$ cat src/rtl/tw_pkg.sv
package tw_pkg;

    localparam int ADDR_W     = 48;
    localparam int DESC_W     = 64;
    localparam int LVL_W      = 2;
    localparam int SHIFT_W    = 6;
    localparam int TSZ_W      = 6;
    localparam int CONTIG_BIT = 52;
    localparam int ENTRY_SH   = 3;   // 8-byte descriptors

    typedef enum logic [1:0] {
        GR_4K  = 2'd0,
        GR_16K = 2'd1,
        GR_64K = 2'd2,
        GR_BAD = 2'd3
    } gran_e;

    typedef enum logic [2:0] {
        S_IDLE, S_ISSUE, S_WAIT, S_DECODE, S_DONE, S_FAULT
    } wstate_e;

    typedef struct packed {
        wstate_e             st;
        logic [LVL_W-1:0]    lvl;
        logic [ADDR_W-1:0]   tbase;
        logic [ADDR_W-1:0]   va;
        gran_e               gran;
        logic                stage2;
        logic [DESC_W-1:0]   desc;
        logic [ADDR_W-1:0]   pa;
        logic [ADDR_W-1:0]   mask;
        logic                wr;
        logic [LVL_W-1:0]    rlvl;
    } walk_ctx_t;

    // Lowest VA bit indexed at a level; also the leaf page boundary there.
    function automatic logic [SHIFT_W-1:0] lvl_lsb(gran_e g, logic [LVL_W-1:0] l);
        int k;
        k = 3 - int'(l);
        case (g)
            GR_16K:  return SHIFT_W'(14 + 11 * k);
            GR_64K:  return SHIFT_W'(16 + 13 * k);
            default: return SHIFT_W'(12 + 9 * k);
        endcase
    endfunction

    function automatic int lvl_width(gran_e g, logic [LVL_W-1:0] l);
        case (g)
            GR_16K:  return (l == 2'd0) ? 1 : 11;
            GR_64K:  return (l == 2'd1) ? 6 : 13;
            default: return 9;
        endcase
    endfunction

    function automatic logic block_ok(gran_e g, logic [LVL_W-1:0] l);
        return (l == 2'd2) || ((l == 2'd1) && (g == GR_4K));
    endfunction

    function automatic logic [SHIFT_W-1:0] page_lsb(gran_e g, logic [LVL_W-1:0] l, logic contig);
        logic [SHIFT_W-1:0] n;
        n = lvl_lsb(g, l);
        if (contig) begin
            case (g)
                GR_4K:   if (l == 2'd3) n = SHIFT_W'(16);
                GR_16K:  if (l == 2'd2) n = SHIFT_W'(30);
                         else if (l == 2'd3) n = SHIFT_W'(21);
                GR_64K:  if (l == 2'd3) n = SHIFT_W'(21);
                default: n = n;
            endcase
        end
        return n;
    endfunction

    function automatic logic [ADDR_W-1:0] low_ones(int n);
        return (ADDR_W'(1) << n) - ADDR_W'(1);
    endfunction

endpackage

$ cat src/rtl/tw_start_sel.sv
module tw_start_sel
    import tw_pkg::*;
(
    input  gran_e              gran,
    input  logic [TSZ_W-1:0]   tsz,
    output logic [LVL_W-1:0]   lvl,
    output logic               bad
);
    always_comb begin
        lvl = '0;
        bad = 1'b0;
        case (gran)
            GR_4K: begin
                if (tsz >= 6'd16 && tsz <= 6'd24)      lvl = 2'd0;
                else if (tsz >= 6'd25 && tsz <= 6'd33) lvl = 2'd1;
                else if (tsz >= 6'd34 && tsz <= 6'd39) lvl = 2'd2;
                else                                    bad = 1'b1;
            end
            GR_16K: begin
                if (tsz == 6'd16)                       lvl = 2'd0;
                else if (tsz >= 6'd17 && tsz <= 6'd27) lvl = 2'd1;
                else if (tsz >= 6'd28 && tsz <= 6'd38) lvl = 2'd2;
                else if (tsz == 6'd39)                  lvl = 2'd3;
                else                                    bad = 1'b1;
            end
            GR_64K: begin
                if (tsz >= 6'd12 && tsz <= 6'd21)      lvl = 2'd1;
                else if (tsz >= 6'd22 && tsz <= 6'd34) lvl = 2'd2;
                else if (tsz >= 6'd35 && tsz <= 6'd39) lvl = 2'd3;
                else                                    bad = 1'b1;
            end
            default: bad = 1'b1;
        endcase
    end
endmodule

$ cat src/rtl/tw_desc_decode.sv
module tw_desc_decode
    import tw_pkg::*;
(
    input  gran_e               gran,
    input  logic [LVL_W-1:0]    lvl,
    input  logic [DESC_W-1:0]   desc,
    input  logic [ADDR_W-1:0]   va,
    input  logic                stage2,
    output logic                valid,
    output logic                leaf,
    output logic [ADDR_W-1:0]   next_base,
    output logic [ADDR_W-1:0]   mask,
    output logic [ADDR_W-1:0]   pa,
    output logic                writable
);
    localparam logic [LVL_W-1:0] LAST = LVL_W'(3);

    logic [SHIFT_W-1:0] tbl_sh;
    logic [SHIFT_W-1:0] pg_sh;
    logic               unused_bits;

    assign unused_bits = ^{desc[DESC_W-1:CONTIG_BIT+1], desc[CONTIG_BIT-1:ADDR_W], desc[5:2]};

    always_comb begin
        valid     = (lvl == LAST) ? (desc[0] & desc[1]) : desc[0];
        leaf      = (lvl == LAST) || (block_ok(gran, lvl) && !desc[1]);
        tbl_sh    = (gran == GR_64K) ? SHIFT_W'(16) : SHIFT_W'(12);
        next_base = desc[ADDR_W-1:0] & ~low_ones(int'(tbl_sh));
        pg_sh     = page_lsb(gran, lvl, desc[CONTIG_BIT]);
        mask      = ~low_ones(int'(pg_sh));
        pa        = (desc[ADDR_W-1:0] & mask) | (va & ~mask);
        writable  = stage2 ? (desc[7:6] == 2'b11) : !desc[7];
    end
endmodule

$ cat src/rtl/table_walker.sv
module table_walker
    import tw_pkg::*;
(
    input  logic                 clk,
    input  logic                 rst_n,
    input  logic                 req_valid,
    output logic                 req_ready,
    input  logic [ADDR_W-1:0]    req_va,
    input  logic [ADDR_W-1:0]    req_base,
    input  logic [1:0]           req_granule,
    input  logic [TSZ_W-1:0]     req_tsz,
    input  logic                 req_stage2,
    output logic                 mem_req_valid,
    output logic [ADDR_W-1:0]    mem_req_addr,
    input  logic                 mem_rsp_valid,
    input  logic [DESC_W-1:0]    mem_rsp_data,
    output logic                 rsp_done,
    output logic                 rsp_fault,
    output logic [ADDR_W-1:0]    rsp_pa,
    output logic [ADDR_W-1:0]    rsp_mask,
    output logic                 rsp_writable,
    output logic [LVL_W-1:0]     rsp_level
);
    walk_ctx_t q, d;

    logic [LVL_W-1:0]  start_lvl;
    logic              start_bad;
    logic              dec_valid, dec_leaf, dec_wr;
    logic [ADDR_W-1:0] dec_next, dec_mask, dec_pa;
    logic [ADDR_W-1:0] idx;

    tw_start_sel u_start (
        .gran (gran_e'(req_granule)),
        .tsz  (req_tsz),
        .lvl  (start_lvl),
        .bad  (start_bad)
    );

    tw_desc_decode u_dec (
        .gran      (q.gran),
        .lvl       (q.lvl),
        .desc      (q.desc),
        .va        (q.va),
        .stage2    (q.stage2),
        .valid     (dec_valid),
        .leaf      (dec_leaf),
        .next_base (dec_next),
        .mask      (dec_mask),
        .pa        (dec_pa),
        .writable  (dec_wr)
    );

    always_comb begin
        idx = (q.va >> lvl_lsb(q.gran, q.lvl)) & low_ones(lvl_width(q.gran, q.lvl));
    end

    always_comb begin
        d = q;
        case (q.st)
            S_IDLE: begin
                if (req_valid) begin
                    d.va     = req_va;
                    d.tbase  = req_base;
                    d.gran   = gran_e'(req_granule);
                    d.stage2 = req_stage2;
                    d.lvl    = start_lvl;
                    if (start_bad) begin
                        d.st   = S_FAULT;
                        d.rlvl = '0;
                        d.pa   = '0;
                        d.mask = '0;
                        d.wr   = 1'b0;
                    end else begin
                        d.st = S_ISSUE;
                    end
                end
            end
            S_ISSUE: d.st = S_WAIT;
            S_WAIT: begin
                if (mem_rsp_valid) begin
                    d.desc = mem_rsp_data;
                    d.st   = S_DECODE;
                end
            end
            S_DECODE: begin
                if (!dec_valid) begin
                    d.st   = S_FAULT;
                    d.rlvl = q.lvl;
                    d.pa   = '0;
                    d.mask = '0;
                    d.wr   = 1'b0;
                end else if (dec_leaf) begin
                    d.st   = S_DONE;
                    d.rlvl = q.lvl;
                    d.pa   = dec_pa;
                    d.mask = dec_mask;
                    d.wr   = dec_wr;
                end else begin
                    d.st    = S_ISSUE;
                    d.tbase = dec_next;
                    d.lvl   = q.lvl + LVL_W'(1);
                end
            end
            default: d.st = S_IDLE;
        endcase
    end

    always_ff @(posedge clk or negedge rst_n) begin
        if (!rst_n) q <= '0;
        else        q <= d;
    end

    assign req_ready     = (q.st == S_IDLE);
    assign mem_req_valid = (q.st == S_ISSUE);
    assign mem_req_addr  = q.tbase + (idx << ENTRY_SH);
    assign rsp_done      = (q.st == S_DONE);
    assign rsp_fault     = (q.st == S_FAULT);
    assign rsp_pa        = q.pa;
    assign rsp_mask      = q.mask;
    assign rsp_writable  = q.wr;
    assign rsp_level     = q.rlvl;


    one_read_chk: assert property (@(posedge clk) disable iff (!rst_n)
        mem_req_valid |=> !mem_req_valid);


    busy_issue_chk: assert property (@(posedge clk) disable iff (!rst_n)
        mem_req_valid |-> !req_ready);


    strobe_excl_chk: assert property (@(posedge clk) disable iff (!rst_n)
        !(rsp_done && rsp_fault));


    result_hold_chk: assert property (@(posedge clk) disable iff (!rst_n)
        !(rsp_done || rsp_fault) |-> ($stable(rsp_pa) && $stable(rsp_mask) && $stable(rsp_writable)));


    fault_zero_chk: assert property (@(posedge clk) disable iff (!rst_n)
        rsp_fault |-> (rsp_pa == '0 && rsp_mask == '0 && !rsp_writable));


    mask_shape_chk: assert property (@(posedge clk) disable iff (!rst_n)
        rsp_done |-> (rsp_mask[ADDR_W-1] && !rsp_mask[11]));


    leaf_level_chk: assert property (@(posedge clk) disable iff (!rst_n)
        rsp_done |-> (rsp_level != '0));

endmodule

$ cat config.mk
export PLATFORM = sky130hd
export DESIGN_NAME = table_walker
export DESIGN_NICKNAME = d
export VERILOG_FILES = /design/src/rtl/tw_pkg.sv /design/src/rtl/tw_start_sel.sv /design/src/rtl/tw_desc_decode.sv /design/src/rtl/table_walker.sv
export SDC_FILE = /design/constraint.sdc
export NUM_CORES = 1
export LEC_CHECK = 0
export ABC_CLOCK_PERIOD_IN_PS = 14600
export BUFFER_PORTS_ARGS = -buffer_cell sky130_fd_sc_hd__buf_2
export CAP_MARGIN = 20
export CORE_ASPECT_RATIO = 0.6
export CORE_MARGIN = 2
export CORE_UTILIZATION = 55
export DETAILED_ROUTE_END_ITERATION = 12
export GPL_TIMING_DRIVEN = 0
export PLACE_DENSITY = 0.77
export SLEW_MARGIN = 20
export SYNTH_ARGS = -nofsm -noshare
export SYNTH_HDL_FRONTEND = slang
export SYNTH_SLANG_ARGS = --single-unit
$ cat constraint.sdc
create_clock -name clk -period 14.6 [get_ports clk]
set_clock_uncertainty 0.1 [all_clocks]
set_input_delay 4.38 -clock clk [delete_from_list [all_inputs] [get_ports clk]]
set_output_delay 4.38 -clock clk [all_outputs]
set_load 0.01 [all_outputs]
==> results of run 1 <==
==> area by class of cell <==
cell class	count	area share [%]
multi-input cells	1491	49.5
flip-flops and latches	252	30.0
repair buffers	311	7.70
plain buffers	218	6.03
clock buffers	38	3.59
well taps	424	2.52
inverters	24	0.428
clock inverters	7	0.297
==> how the worst min path moves through the flow <==
stage | from | end | slack [ns] | cells past startpoint
6_report | rsp_pa[37] | rsp_pa[37] | 0.38 | 2
5_1_grt | rsp_pa[33] | rsp_pa[33] | 0.41 | 2
4_1_cts | q[215] | q[215] | 0.39 | 2
3_5_place_dp | rsp_mask[29] | rsp_mask[29] | 0.37 | 2
3_3_place_gp | rsp_pa[0] | rsp_pa[0] | 0.36 | 2
2_1_floorplan | rsp_pa[0] | rsp_pa[0] | 0.34 | 2
==> per-layer routing <==
metal	vias up	track usage, %	wire, um
li1	7743	-	-
met1	8828	63.2	32700
met2	1139	55.2	27800
met3	113	14.2	9960
met4	0	7.05	1300
met5	-	0	0
==> synthesized netlist by cell type (all sizes together), types with 8 or more instances <==
cell type | instances | area (um^2)
a211oi | 19 | 153
a21o | 30 | 225
a21oi | 126 | 642
a22o | 24 | 210
a22oi | 42 | 315
a31oi | 23 | 186
and3 | 22 | 148
buf | 136 | 960
clkbuf | 82 | 309
dfrtp | 252 | 6310
ha | 57 | 713
inv | 23 | 86.3
mux2 | 102 | 1150
mux2i | 145 | 1450
mux4 | 14 | 315
nand2 | 287 | 1080
nand2b | 17 | 106
nand3 | 41 | 210
nand4 | 13 | 81.3
nor2 | 91 | 349
nor2b | 15 | 93.8
nor3 | 35 | 214
nor4 | 9 | 98.8
o211ai | 8 | 70.1
o21ai | 183 | 923
o31ai | 16 | 130
xnor2 | 34 | 305
xor2 | 16 | 140
==> cells in the final DEF, fill, tap and decap left out, drive strengths merged, types with 41 or more instances in the layout <==
cell	Yosys	layout
a21oi	126	126
a22oi	42	42
buf	136	446
clkbuf	82	121
dfrtp	252	252
ha	57	57
mux2	102	102
mux2i	145	145
nand2	287	287
nand3	41	41
nor2	91	91
o21ai	183	183
==> logic make-up (layout without fill, tap and decap cells) <==
| group | Yosys count | in the layout | synth area share, % |
|---|---|---|---|
| adder cells (fa/ha/maj) | 58 | 58 | 4.07 |
| buffers and inverters | 242 | 598 | 7.55 |
| flip-flops | 252 | 252 | 35.0 |
| multiplexers | 261 | 261 | 16.2 |
| XOR/XNOR | 50 | 50 | 2.48 |
| other | 1 | 13 | 0.0208 |
| AND/OR/NAND/NOR | 563 | 563 | 14.7 |
| AO/OA/AOI/OAI | 546 | 546 | 19.9 |
==> per-stage QoR <==
stage / util [%] / cells / instance area, um^2 / worst slack, ns / hold WS, ns
finish: 65.2 / 2765 / 21000 / 0.733 / 0.384
global route: 65.2 / 2765 / 21000 / 0.432 / 0.412
CTS: 65.1 / 2764 / 21000 / 1.21 / 0.386
detailed placement: 62.6 / 2719 / 20200 / 1.80 / 0.372
global placement: 62.3 / 2715 / 20100 / 1.88 / 0.362
floorplan: - / 1985 / 18000 / 4.18 / 0.340
==> worst register-to-register path: stages (launching register included) <==
cell and delay, ns:
dfrtp_1 0.41, buf_2 0.36, clkinv_1 0.38, buf_1 0.51, ha_1 0.53, nand3b_1 0.23, or2_2 0.37, nand2_1 0.32
o21ai_0 0.48, nand2_1 0.45, clkbuf_1 0.47, nor2_1 0.11, inv_1 0.23, ha_1 0.19, clkbuf_1 0.38, nand3_2 0.47
nor3_1 0.28, o31a_1 0.31, mux2i_1 0.33, o21ai_0 0.11
==> state kept, by name (all words and copies together), names as in the netlist <==
| register | flops |
|---|---|
| q | 153 |
| rsp_mask | 48 |
| rsp_pa | 48 |
| rsp_level | 2 |
| rsp_writable | 1 |
==> impl_results.md, run 1 <==
- Relative max-transition margin: 27.0%
- Number of setup buffers added after CTS: 0
- Post-DP HPWL: 57800 um
- Cell family with most CP delay: compound AO/OA/AOI/OAI gates
- Per-cell routed wire length: 25.9 um
- Critical Path Max Stage Delay: 0.72 ns
- Fill cell count: 2698
- Resized Gates After CTS: 0
- Max-slew violation total from the final report: 0
- GPL Wtd Cong: 1.02
- Post-synthesis async set-or-reset flop share: 100%
- Timing-limited maximum frequency: 0.0721 GHz
- Cell count along the critical path: 26
- Fraction of final layout cells with drive strength greater than 1: 28.0%
- Post-route clock period utilization: 95.0%
- Launching element of the worst setup path: q[262]
- Destination of the critical timing path: mem_req_addr[42]
- Summed negative setup slack over all endpoints: 0 ns
- TritonCTS clock tree: built
- Vias post-DR: 17800
- Count of maximum capacitance violations: 0
- Buffer levels on the longest clock path: 3
- Fraction of the yosys area taken by sequential cells: 35.0%
- Antenna violations before repair: 0
- Main flop type after synthesis: dfrtp_1
- Final setup violating endpoints: 0
- Final Hold Viols: 0
- Number of buffers added to fix hold violations after cts: 0
- Number of sinks on the clock net: 252
- Clock transition at the registers of the reported paths: 0.06 ns
- Worst setup EP type: primary output
- Unrepaired setup endpoints after global routing: false
- Synthesis-stage register bit count: 252
- DRC violation count after routing: 0
- Cell area after synthesis: 18000 um^2
- Type of the worst setup path: register to primary output
- Buffer cell driving the clock tree root: clkbuf_16
- Largest net degree at the start of global routing: 102
- R2R cell count: 19
- Via count of the first global-routing pass: 16400
- Launch point of the worst reg-to-reg path: q[262]
- Worst Max-Slew Pin Slew: 1.09 ns
- Number of buffers added by the clock tree synthesis step: 25
- Global route total overflow: 0
- Via count normalized by instance count: 6.45
- Required time of the worst setup path: 10.12 ns
- Type of origin of the critical path: register
- Die Outline Area: 34200 um^2
- Setup slack of the worst register-to-register path: 7.42 ns
- Min Clock Period, post-route: 13.87 ns
- Horizontal die dimension: 238 um
- GRT Overall Usage: 41.1%
- Number of distinct standard cells referenced by the synthesized netlist: 103
- Critical-path top delay cell: mux2i_1
- Yosys warning total: 0
- Number of diodes: 0
- Register Area: 6310 um^2
- # H-tree levels: 1
- Post-synth EDFFs: 0
- Run status: completed
- First-pass GRT wire length: 104000 um
- DRC marker count from the first detailed-route iteration: 2130
- P&R area growth vs syn: 16.9%
- Number of ports placed on the die boundary: 324
- First-pass iteration count of the detailed router: 6
- Residual antenna-violating net count after detailed routing: 0
- Drt total wl: 71700 um
- CP max FO: 13
- Initial Util: 55.7%
- Destination of the worst register-to-register timing path: rsp_pa[26]
- DIE HEIGHT: 144 um
- Kind of path behind the tightest hold check: register to register
- Avg Inst Size Synth: 9.12 um^2
- Number of I/O port buffers: 306
- Core ar.: 32300 um^2
- Number of cells produced by synthesis: 1973
- Area of the multi-input gates: 10400 um^2
- Skew-Pair Late Insertion Delay: 0.55 ns
- WP data arrival: 9.39 ns
- Cell Rows: 51
- Final Net Count: 2554
- Count of buffer and inverter cells on the critical path: 6
Power of run 1 is not shown: default switching activity piles up to over one toggle a cycle in this logic, so the estimate is an artifact.
==> run 2, diff against run 1 <==
- CORE_MARGIN: 2 -> default
- PLACE_DENSITY: 0.77 -> 0.84
==> impl_results.md, run 2 (synthesis results as in run 1) <==
- Run status: completed (unchanged)
- Type of origin of the critical path: register (unchanged)
- Count of buffer and inverter cells on the critical path: 7 (was 6)
- Min Clock Period, post-route: 13.95 ns (was 13.87 ns)
- Per-cell routed wire length: 27.1 um (was 25.9 um)
- Die Outline Area: 33500 um^2 (was 34200 um^2)
- First-pass GRT wire length: 110000 um (was 104000 um)
- Clock transition at the registers of the reported paths: 0.07 ns (was 0.06 ns)
- Count of maximum capacitance violations: 0 (unchanged)
- # H-tree levels: 1 (unchanged)
- Resized Gates After CTS: 0 (unchanged)
- Number of buffers added by the clock tree synthesis step: 24 (was 25)
- P&R area growth vs syn: 17.6% (was 16.9%)
- Horizontal die dimension: 236 um (was 238 um)
- Post-route worst setup slack: 0.650 ns (was 0.733 ns)
- Unrepaired setup endpoints after global routing: false (unchanged)
- R2R cell count: 19 (unchanged)
- First-pass iteration count of the detailed router: 8 (was 6)
- Fraction of final layout cells with drive strength greater than 1: 28.1% (was 28.0%)
- Final Net Count: 2552 (was 2554)
- Summed negative setup slack over all endpoints: 0 ns (unchanged)
- Drt total wl: 74700 um (was 71700 um)
- Post-place setup slack: 1.86 ns (was 1.80 ns)
- Skew-Pair Late Insertion Delay: 0.55 ns (about the same)
- Register with the highest flop count: q (unchanged)
- Kind of path behind the tightest hold check: register to register (unchanged)
- Buffer levels on the longest clock path: 3 (unchanged)
- GRT Overall Usage: 43.8% (was 41.1%)
- Post-route clock period utilization: 95.5% (was 95.0%)
- Cell count along the critical path: 28 (was 26)
- Number of setup buffers added after CTS: 0 (unchanged)
- Number of buffers added to fix hold violations after cts: 0 (unchanged)
- Number of ports placed on the die boundary: 324 (unchanged)
- CP max FO: 13 (unchanged)
- Residual antenna-violating net count after detailed routing: 0 (unchanged)
- Max-slew violation total from the final report: 0 (unchanged)
- Post-DP HPWL: 59500 um (was 57800 um)
- Timing-limited maximum frequency: 0.0717 GHz (was 0.0721 GHz)
- Cell Rows: 50 (was 51)
- Required time of the worst setup path: 10.12 ns (about the same)
- Worst setup EP type: primary output (unchanged)
- Via count normalized by instance count: 6.63 (was 6.45)
- Core ar.: 31700 um^2 (was 32300 um^2)
- WHS Path Cells: 2 (unchanged)
- Largest net degree at the start of global routing: 105 (was 102)
- Cell family with most CP delay: compound AO/OA/AOI/OAI gates (unchanged)
- Number of I/O port buffers: 306 (unchanged)
- Most frequent standard cell in the layout excluding fill and tap cells: buf_2 (unchanged)
- Final Hold Viols: 0 (unchanged)
- Number of sinks on the clock net: 252 (unchanged)
- Type of the worst setup path: register to primary output (unchanged)
- TritonCTS clock tree: built (unchanged)
- Buffer cell driving the clock tree root: clkbuf_16 (unchanged)
- Utilization of the core after routing: 66.8% (was 65.2%)
- Vias post-DR: 18300 (was 17800)
- DRC marker count from the first detailed-route iteration: 2435 (was 2130)
- GPL Wtd Cong: 1.02 (about the same)
- Worst Max-Slew Pin Slew: 1.00 ns (was 1.09 ns)
- Relative max-transition margin: 32.3% (was 27.0%)
- Antenna violations before repair: 4 (was 0)
- Number of flip-flops under the largest register name: 153 (unchanged)
- Most used cells in the layout excluding fill and tap cells: buf_2 (319), nand2_1 (285), dfrtp_1 (252) (unchanged)
- DIE HEIGHT: 142 um (was 144 um)
- Critical Path Max Stage Delay: 0.81 ns (was 0.72 ns)
- WP data arrival: 9.47 ns (was 9.39 ns)
- Critical-path top delay cell: o21ai_0 (was mux2i_1)
- Initial Util: 56.8% (was 55.7%)
- Global route total overflow: 0 (unchanged)
- Via count of the first global-routing pass: 17100 (was 16400)
- Final setup violating endpoints: 0 (unchanged)
- DRC violation count after routing: 0 (unchanged)
[run 2: changes by cell type in the layout (fill, tap and decap cells not counted), sizes merged]
cell	before	now
bufinv	1	6
clkbuf	121	113
clkinv	6	4
clkinvlp	1	2
diode	0	4
inv	23	25
[run 2: layer usage]
layer	global-route usage (%)	part of all wire, %
met4	10.1	2.3
met3	15.8	15
met5	0	0.015
met1	65.4	44
met2	59.2	39
[run 2: layout make-up]
cell class,instances,area (um^2)
Multi-Input combinational cell,1491,10400
Antenna cell,4,10.0
Clock buffer,31,698
Buffer,218,1270
Clock inverter,13,234
Fill cell,2526,10500
Timing Repair Buffer,310,1610
Inverter,24,90.1
Sequential cell,252,6310
Tap cell,416,520
[run 2: worst paths after layout]
path	start	to	slack, ns
setup / recovery	q[262]	mem_req_addr[47]	0.65
hold / removal	rsp_pa[0]	rsp_pa[0]	0.38
setup reg to reg	q[262]	rsp_pa[22]	7.37
hold reg to reg	rsp_pa[0]	rsp_pa[0]	0.38
max in group asynchronous	rst_n	q[223]	9.91
min in group asynchronous	rst_n	q[143]	3.63
[run 2: worst reg2reg max path: stages (launching register included)]
cell and delay (ns):
dfrtp_1 0.41, buf_2 0.37, clkinv_1 0.41, buf_1 0.52, ha_1 0.55, nand3b_1 0.24
or2_2 0.37, nand2_1 0.30, o21ai_0 0.42, nand2_1 0.42, clkbuf_1 0.46, nor2_1 0.10
inv_1 0.25, ha_1 0.21, clkbuf_1 0.43, nand3_2 0.51, nand2_1 0.33, o21ai_1 0.32
mux2i_1 0.28, o21ai_0 0.09
[run 2: stage by stage]
stage / std cells / hold WS (ns) / area [um^2]
after global routing: 2755 / 0.401 / 21100
after floorplan: 1985 / 0.340 / 18000
after CTS: 2755 / 0.377 / 21100
after global placement: 2707 / 0.358 / 20100
after detailed placement: 2711 / 0.361 / 20200
final: 2759 / 0.383 / 21200
Power of run 2 is left out for the same reason.
